### src/rtl/usb_seq_pkg.sv
package usb_seq_pkg;
  typedef enum logic [1:0] {
    LS_SE0 = 2'b00,
    LS_J   = 2'b01,
    LS_K   = 2'b10,
    LS_SE1 = 2'b11
  } line_t;

  typedef enum logic [1:0] {
    RS_WAIT  = 2'b00,
    RS_DRIVE = 2'b01,
    RS_DONE  = 2'b10
  } rsm_t;
endpackage

### src/rtl/usb_rst_det.sv
module usb_rst_det
  import usb_seq_pkg::*;
#(
  parameter int DET_CYC = 256
) (
  input  logic       clk,
  input  logic       rst,
  input  logic       en,
  input  logic [1:0] ls,
  output logic       rst_start,
  output logic       rst_end
);
  localparam int W = $clog2(DET_CYC + 1);

  logic [W-1:0] se0_cnt;
  logic         in_rst;
  logic         se0;

  assign se0 = (ls == LS_SE0);

  always_ff @(posedge clk) begin
    if (rst || !en) begin
      se0_cnt   <= '0;
      in_rst    <= 1'b0;
      rst_start <= 1'b0;
      rst_end   <= 1'b0;
    end else begin
      rst_start <= 1'b0;
      rst_end   <= 1'b0;
      if (se0) begin
        if (!in_rst) begin
          if (se0_cnt == W'(DET_CYC - 1)) begin
            rst_start <= 1'b1;
            in_rst    <= 1'b1;
            se0_cnt   <= '0;
          end else begin
            se0_cnt <= se0_cnt + 1'b1;
          end
        end
      end else begin
        se0_cnt <= '0;
        if (in_rst) begin
          in_rst  <= 1'b0;
          rst_end <= 1'b1;
        end
      end
    end
  end

  AST_URES_ON_SE0: assert property (@(posedge clk) disable iff (rst)
    rst_start |-> ($past(ls) == LS_SE0));
  AST_URES_SINGLE: assert property (@(posedge clk) disable iff (rst)
    rst_start |=> !rst_start);
  AST_URESDN_OFF_SE0: assert property (@(posedge clk) disable iff (rst)
    rst_end |-> ($past(ls) != LS_SE0));
endmodule

### src/rtl/usb_resume.sv
module usb_resume
  import usb_seq_pkg::*;
#(
  parameter int IDLE_CYC = 60000,
  parameter int DRV_CYC  = 120000
) (
  input  logic       clk,
  input  logic       rst,
  input  logic       en,
  input  logic [1:0] ls,
  input  logic       rwu_req,
  output logic       drive_k,
  output logic       done_irq
);
  localparam int IW = $clog2(IDLE_CYC + 1);
  localparam int DW = $clog2(DRV_CYC + 1);

  rsm_t          st;
  logic [IW-1:0] idle_cnt;
  logic [DW-1:0] drv_cnt;
  logic          idle_ok;

  assign idle_ok = (idle_cnt == IW'(IDLE_CYC));
  assign drive_k = (st == RS_DRIVE);

  always_ff @(posedge clk) begin
    if (rst || !en) begin
      st       <= RS_WAIT;
      idle_cnt <= '0;
      drv_cnt  <= '0;
      done_irq <= 1'b0;
    end else begin
      done_irq <= 1'b0;
      if (ls == LS_J) begin
        if (!idle_ok) idle_cnt <= idle_cnt + 1'b1;
      end else begin
        idle_cnt <= '0;
      end
      case (st)
        RS_WAIT: begin
          if (rwu_req && idle_ok) begin
            st      <= RS_DRIVE;
            drv_cnt <= '0;
          end
        end
        RS_DRIVE: begin
          if (drv_cnt == DW'(DRV_CYC - 1)) begin
            st       <= RS_DONE;
            done_irq <= 1'b1;
          end else begin
            drv_cnt <= drv_cnt + 1'b1;
          end
        end
        RS_DONE: begin
          if (!rwu_req) st <= RS_WAIT;
        end
        default: st <= RS_WAIT;
      endcase
    end
  end

  AST_RESUME_AFTER_IDLE: assert property (@(posedge clk) disable iff (rst)
    $rose(drive_k) |-> ($past(ls, 2) == LS_J));
  AST_RWUDN_AT_END: assert property (@(posedge clk) disable iff (rst)
    done_irq |-> ($past(drive_k) && !drive_k));
endmodule

### src/rtl/usb_host_rst.sv
module usb_host_rst #(
  parameter int RST_CYC = 600000
) (
  input  logic clk,
  input  logic rst,
  input  logic en,
  input  logic start,
  output logic busy,
  output logic done_irq
);
  localparam int CW = $clog2(RST_CYC + 1);

  logic [CW-1:0] cnt;

  always_ff @(posedge clk) begin
    if (rst || !en) begin
      busy     <= 1'b0;
      cnt      <= '0;
      done_irq <= 1'b0;
    end else begin
      done_irq <= 1'b0;
      if (!busy) begin
        if (start) begin
          busy <= 1'b1;
          cnt  <= '0;
        end
      end else if (cnt == CW'(RST_CYC - 1)) begin
        busy     <= 1'b0;
        done_irq <= 1'b1;
      end else begin
        cnt <= cnt + 1'b1;
      end
    end
  end

  AST_BUSEVT_END: assert property (@(posedge clk) disable iff (rst)
    done_irq |-> (!busy && $past(busy)));
  AST_NO_HRST_PERIPH: assert property (@(posedge clk) disable iff (rst)
    !en |=> !busy);
endmodule

### src/rtl/usb_osc_wake.sv
module usb_osc_wake #(
  parameter int STAB_CYC = 2048
) (
  input  logic clk,
  input  logic rst,
  input  logic arm,
  input  logic dp,
  output logic restart,
  output logic ready
);
  localparam int CW = $clog2(STAB_CYC + 1);

  logic [CW-1:0] cnt;
  logic          dp_q;
  logic          waiting;
  logic          fall;

  assign fall = dp_q && !dp;

  always_ff @(posedge clk) begin
    if (rst) begin
      dp_q    <= 1'b0;
      waiting <= 1'b0;
      cnt     <= '0;
      restart <= 1'b0;
      ready   <= 1'b0;
    end else begin
      dp_q    <= dp;
      restart <= 1'b0;
      ready   <= 1'b0;
      if (!waiting) begin
        if (arm && fall) begin
          restart <= 1'b1;
          waiting <= 1'b1;
          cnt     <= '0;
        end
      end else if (cnt == CW'(STAB_CYC - 1)) begin
        waiting <= 1'b0;
        ready   <= 1'b1;
      end else begin
        cnt <= cnt + 1'b1;
      end
    end
  end

  AST_OSC_EXCL: assert property (@(posedge clk) disable iff (rst)
    $onehot0({restart, ready}));
  AST_RESTART_ON_FALL: assert property (@(posedge clk) disable iff (rst)
    restart |-> (!$past(dp) && $past(arm)));
endmodule

### src/rtl/usb_bus_seq.sv
module usb_bus_seq
  import usb_seq_pkg::*;
#(
  parameter int RST_DET_CYC = 256,
  parameter int IDLE_CYC    = 60000,
  parameter int RESUME_CYC  = 120000,
  parameter int HRST_CYC    = 600000,
  parameter int OSC_CYC     = 2048
) (
  input  logic       clk,
  input  logic       rst,
  input  logic       host_mode,
  input  logic [1:0] line_ls,
  input  logic       dp_in,
  input  logic       rwu_req,
  input  logic       busrst_set,
  input  logic       pwr_down,
  input  logic       osc_wake_en,
  output logic       drive_en,
  output logic [1:0] drive_ls,
  output logic       busrst_busy,
  output logic       irq_bus_rst,
  output logic       irq_bus_rst_end,
  output logic       irq_rwu_done,
  output logic       irq_bus_event,
  output logic       osc_restart,
  output logic       osc_ready
);
  logic periph_en;
  logic res_drive;
  logic h_busy;

  assign periph_en = !host_mode;

  usb_rst_det #(.DET_CYC(RST_DET_CYC)) u_det (
    .clk(clk), .rst(rst), .en(periph_en), .ls(line_ls),
    .rst_start(irq_bus_rst), .rst_end(irq_bus_rst_end)
  );

  usb_resume #(.IDLE_CYC(IDLE_CYC), .DRV_CYC(RESUME_CYC)) u_res (
    .clk(clk), .rst(rst), .en(periph_en), .ls(line_ls), .rwu_req(rwu_req),
    .drive_k(res_drive), .done_irq(irq_rwu_done)
  );

  usb_host_rst #(.RST_CYC(HRST_CYC)) u_hrst (
    .clk(clk), .rst(rst), .en(host_mode), .start(busrst_set),
    .busy(h_busy), .done_irq(irq_bus_event)
  );

  usb_osc_wake #(.STAB_CYC(OSC_CYC)) u_osc (
    .clk(clk), .rst(rst), .arm(pwr_down && osc_wake_en), .dp(dp_in),
    .restart(osc_restart), .ready(osc_ready)
  );

  assign busrst_busy = h_busy;

  always_ff @(posedge clk) begin
    if (rst) begin
      drive_en <= 1'b0;
      drive_ls <= LS_SE0;
    end else begin
      drive_en <= h_busy || res_drive;
      drive_ls <= h_busy ? LS_SE0 : (res_drive ? LS_K : LS_SE0);
    end
  end

  AST_DRIVE_EXCL: assert property (@(posedge clk) disable iff (rst)
    !(h_busy && res_drive));
  AST_DRIVE_FOLLOWS: assert property (@(posedge clk) disable iff (rst)
    drive_en |-> ($past(h_busy) || $past(res_drive)));
endmodule

### config.mk
export PLATFORM = sky130hd
export DESIGN_NAME = usb_bus_seq
export DESIGN_NICKNAME = d
export VERILOG_FILES = /design/src/rtl/usb_seq_pkg.sv /design/src/rtl/usb_rst_det.sv /design/src/rtl/usb_resume.sv /design/src/rtl/usb_host_rst.sv /design/src/rtl/usb_osc_wake.sv /design/src/rtl/usb_bus_seq.sv
export SDC_FILE = /design/constraint.sdc
export NUM_CORES = 1
export LEC_CHECK = 0
export CORE_MARGIN = 1.5
export CORE_UTILIZATION = 60
export DETAILED_ROUTE_END_ITERATION = 8
export PLACE_DENSITY = 0.81
export SLEW_MARGIN = 15
export SYNTH_ARGS = -nofsm -noshare
export SYNTH_HDL_FRONTEND = slang
export SYNTH_SLANG_ARGS = --single-unit
### constraint.sdc
create_clock -name clk -period 2.33 [get_ports clk]
set_input_delay 0.233 -clock clk [delete_from_list [all_inputs] [get_ports clk]]
set_output_delay 0.233 -clock clk [all_outputs]
set_load 0.05 [all_outputs]
# == Yosys cells after proc, flatten, opt, wreduce, memory -nomap -nowiden ==
# Index checks and enable logic that the tools add are counted.
# classes
n_addsub,5
n_eq_ne,14
n_mux,27
n_bitwise,5
n_reduce_logical,27
# op_table
op,n
20-bit 2-to-1 mux,3
12-bit 2-to-1 mux,3
17-bit 2-to-1 mux,2
17-bit case mux with 2 select lines,1
20-bit by 1-bit adder with 20-bit output (second input constant),1
20-bit == test (second input constant),1
17-bit by 1-bit adder with 17-bit output (second input constant),1
17-bit == test (second input constant),1
16-bit by 1-bit adder with 16-bit output (second input constant),1
16-bit == test (second input constant),1
2-bit OR reduction,8
12-bit by 1-bit adder with 12-bit output (second input constant),1
12-bit by 11-bit == test with 1-bit output (second input constant),1
1-bit 2-to-1 mux,12
9-bit by 1-bit adder with 9-bit output (second input constant),1
9-bit by 8-bit == test with 1-bit output (second input constant),1
9-bit 2-to-1 mux,1
2-bit 2-to-1 mux,4
2-bit inequality test (second input constant),4
2-bit case mux with 3 select lines,1
3-bit AND reduction,2
2-bit nonzero test,3
1-bit inverter,5
2-bit by 1-bit == test with 1-bit output (second input constant),2
8 further kinds,17
# totals
ff_bits,89
input_bits,10
output_inout_bits,10
elab_cells,96

# == Logic depth before layout (Yosys ltp) ==
# depth
depth_word,5
depth_mapped,8
ltp_nobuf,7

# == Cells and area by module ==
# Synthesis repeated with hierarchy kept, for this count alone.
# unflattened
hier_cells,496
hier_area_um2,4394.2
# modules_own_cells
module,instances,cells_per_inst,area_each_um2,seq_area_each_um2
usb_resume,1,210,1836.8,720.7
usb_host_rst,1,136,1147.4,440.4
usb_osc_wake,1,87,782.0,320.3
usb_rst_det,1,55,544.3,240.2
usb_bus_seq,1,8,83.8,40.0

# == Worst setup path before layout ==
# Ideal clock, no wire load.
# synth_path
path_type,register to register
from,reg u_res.idle_cnt[3]
to,reg u_res.drv_cnt[2]
setup_ps,125
arrival_ps,1720
required_ps,2205
slack_ps,485
stages_incl_launch_ff,7
n_path_buf,1
period_less_slack_ps,1845
cell_sequence,dfxtp_1 -> or4b_4 -> nor4_4 -> a31oi_2 -> buf_4 -> a21oi_1 -> mux2i_1
# synth_between
elab_chain_len,4
# synth_lines
element,line_no,source
start: declaration,usb_resume.sv:19,logic [IW-1:0] idle_cnt;
start signal: assignment,usb_resume.sv:35,if (!idle_ok) idle_cnt <= idle_cnt + 1'b1;
16-bit == test,usb_resume.sv:23,assign idle_ok = (idle_cnt == IW'(IDLE_CYC));
1-bit logical AND,usb_resume.sv:41,if (rwu_req && idle_ok) begin
2-bit by 1-bit inequality test with 1-bit output (no source line),n/a,
3-bit AND reduction (no source line),n/a,
end signal: assignment,usb_resume.sv:51,drv_cnt <= drv_cnt + 1'b1;
end: declaration,usb_resume.sv:20,logic [DW-1:0] drv_cnt;
# Every way passes these cells.
# A chain may end at the register's enable or synchronous reset.

# == Worst setup path in the final report ==
# layout_path
from,reg u_res.drv_cnt[0]
to,reg u_res.drv_cnt[1]
# layout_between
elab_chain_len,3
word_cells_on_any_way,6
classes_between,1 x add/sub; 2 x eq/ne; 2 x mux; 1 x reduce/logical
# layout_lines
element,line_no
17-bit by 1-bit adder with 17-bit output or 17-bit == test (tied branches),"usb_resume.sv:51, usb_resume.sv:47"
17-bit 2-to-1 mux or 2-bit inequality test (tied branches),n/a
17-bit case mux with 2 select lines or 3-bit AND reduction (tied branches),n/a
# Several ways; a longest one is shown, not always the timed one. The select of a mux whose other input is x is not followed.

==> results.yml <==
sta:
  final_max_slew_viol_count: 0
  maxSlewHeadroom_pct: 55.8
  hold_viol: 0
  setup_violations: 0
  worst_pin_slew_ns: 0.657
  rsz0062_at_grt: "no"
  min_period_ns: 2.15
  worst_clock_skew_ns: 0.0101
  fmax_ghz: 0.466
  whs_ns: 0.474
  fin_setup_tns_ns: 0
  fin_crit_sh_pct: 92.1
route:
  route.detailed.drc: 0
  ant_nets: 0
  wl_microns: 9220
  routed_via_density: 6.18
  wl_per_cell_microns: 14.8
  drtIter0Drc: 220
  first_pass_iters: 5
  num_vias: 3844
cells_and_area:
  layout-drive-gt1-share_pct: 7.79
  fill_cells: 535
  fin_cells: 622
  layout.area.seq_sq_um: 1760
  nets: 538
  area_growth_pct: 13.2
  diodes: 0
  multi_input_area_sq_um: 2330
die:
  dieArea_sq_um: 7510
  core-area_sq_um: 6790
  initial_core_util_pct: 61.8
  floorplan.rows: 30
  die-height_microns: 86.7
  io_pins: 20
  die_x_microns: 86.7
pwr:
  powerDensity_nw_per_um2: 601
  p_leak_uw: 0.00158
  total_power_uw: 2860
  irDropWorstVdd_mv: 0.465
yosys:
  ys_top_cells_by_area: "dfxtp_1, nand3_1, nor2_1, nand2_1, a21oi_1"
  synth_cell_types: 61
  yosysTopAreaCell: "dfxtp_1"
  yosysMostFrequentCell: "dfxtp_1"
  syn_nets: 513
  ys_async_sr_fraction_pct: 0
  ys_ff_latch: 88
  ys.flop_type: "dfxtp_1"
  synth_top_area_share_pct: 42.0
  yosysWarnings: 0
  synth_edf_count: 0
  synth.avg_cell_area_sq_um: 8.45
  ys_seq_area_share_pct: 42.0
  synthTopCellsByCount: "dfxtp_1, nand3_1, nor2_1, nand2_1, a21oi_1"
  syn_inst: 497
  netlist_area_sq_um: 4200
place:
  gp_congestion: 0.934
  io_buffers: 18
  hpwlAfterDp_microns: 6440
  place_inst: 607
critical_path:
  r2r_slack_ns: 0.18
  cp-start-kind: "flip-flop"
  rr_worst_depth: 6
  arrival_ns: 2.40
  reg2reg_to: "u_res.drv_cnt[1]"
  startpoint: "u_res.drv_cnt[0]"
  critPathTopFamily: "simple AND/OR/NAND/NOR gates"
  crit_fanout: 14
  critPathSlowestCell: "nor4_4"
  crit_path_end_kind: "flip-flop"
  crit_cells: 6
  worstPathCellList: "ha_1 -> nand4_1 -> nor4_4 -> or2b_2 -> a21oi_1 -> a41o_1"
  max_stage_delay_ns: 0.45
  cp-endpoint: "u_res.drv_cnt[1]"
  reg2reg_from: "u_res.drv_cnt[0]"
  worstPathRequired_ns: 2.58
  crit_type: "reg2reg"
  critPathBufInv: 0
clock_network:
  cts_tree: "yes"
  cts.sinks: 88
  ctsHtreeMaxLevel: 3
  clockBufferDepth: 2
  post_cts.repair.setup_buffers: 0
  cts_resized: 0
  cts_hold_buf: 0
  clk_pin_slew_ns: 0.09
  cts_buffers: 9
  clock_latency_ns: 0.35
  cts-root-buf: "clkbuf_8"
worst_hold_path:
  hp-class: "in2reg"
global_routing:
  grt_pass1_wl_microns: 15400
  grt_antenna_before_repair: 0
  gr-total-overflow: 0
  grt_start_max_net_pins: 19
  grt_pass1_vias: 3399
  track_usage_pct: 25.4
status:
  status: "completed"
run:
  cap_violations: 0
## worst min path at each step
| stage | endpoint | slack, ns | cells after the start | startpoint |
|---|---|---|---|---|
| final | u_osc.dp_q | 0.47 | 2 | dp_in |
| after global routing | u_osc.dp_q | 0.50 | 2 | dp_in |
| after CTS | u_osc.dp_q | 0.47 | 2 | dp_in |
| after detailed placement | u_det.rst_start | 0.48 | 1 | u_det.se0_cnt[8] |
| after global placement | u_det.rst_start | 0.46 | 1 | u_det.se0_cnt[8] |
| after floorplan | u_osc.dp_q | 0.36 | 1 | dp_in |
## layer usage
layer	vias to the layer above	wire length, microns	track usage (%)
met1	1811	4160	33.7
met4	0	193	10.1
met2	130	4390	41.2
met5	-	0	0
li1	1878	-	-
met3	25	481	4.38
## through the flow
| stage | setup WS (ns) | util [%] | instance area (sq um) |
|---|---|---|---|
| after floorplan | 0.485 | - | 4200 |
| after global placement | 0.326 | 66.5 | 4520 |
| after detailed placement | 0.261 | 66.5 | 4520 |
| after CTS | 0.206 | 70.0 | 4750 |
| after global routing | 0.0319 | 70.0 | 4750 |
| final | 0.183 | 70.0 | 4750 |
## layout by cell type (no fill, tap or decap), types with 4 or more instances in the layout
cell type,instances
o21ai_0,12
or4_1,5
o31ai_1,8
o211ai_1,7
o2111ai_1,4
nand2_1,44
xnor2_1,11
inv_1,6
nand3_1,61
xor2_1,11
nand4_1,12
ha_1,6
mux2i_1,4
and3_1,14
clkdlybuf4s50_1,18
nor3_1,11
a21oi_1,27
clkbuf_8,9
or3_1,17
buf_4,14
dfxtp_1,88
and4_1,7
a31oi_1,7
nor2b_1,7
nor2_1,57
## where the power goes
part / internal [uW] / switching [uW] / total (uW) / leakage [uW]
Combinational: 38.1 / 63.2 / 101 / 0.000763
Sequential: 1510 / 4.49 / 1510 / 0.000709
Clock: 709 / 535 / 1240 / 0.000113
## worst register-to-register path: cells and delay by family, from the launching register on
family          cells  cell delay [ns]
simple gates        3             1.03
flops               1             0.43
compound gates      2             0.32
fa+ha+maj           1             0.27
## flip-flops by register name, summed over array words and instances (netlist names)
register         flops
u_res.idle_cnt      16
u_osc.ready          1
u_det.in_rst         1
u_hrst.done_irq      1
u_hrst.busy          1
drive_ls             1
u_res.done_irq       1
u_res.st             2
u_det.se0_cnt        9
u_hrst.cnt          20
u_osc.cnt           12
u_det.rst_end        1
drive_en             1
u_osc.restart        1
u_osc.waiting        1
u_osc.dp_q           1
u_res.drv_cnt       17
u_det.rst_start      1
## cell families after synthesis
group	share of synthesized area (%)
XOR/XNOR	4.59
flip-flops	42.0
multiplexers	1.22
AND/OR/NAND/NOR	34.1
AO/OA/AOI/OAI	13.7
other	0.0893
adder cells (fa/ha/maj)	1.79
buffers and inverters	2.53
## final cells by class
class | count | area share (%)
repair buffers | 32 | 6.00
well taps | 96 | 2.53
inverters | 6 | 0.474
multi-input cells | 385 | 49.0
clock inverters | 5 | 2.24
clock buffers | 10 | 2.68
flip-flops and latches | 88 | 37.1
(Power assumes the default switching activity.)
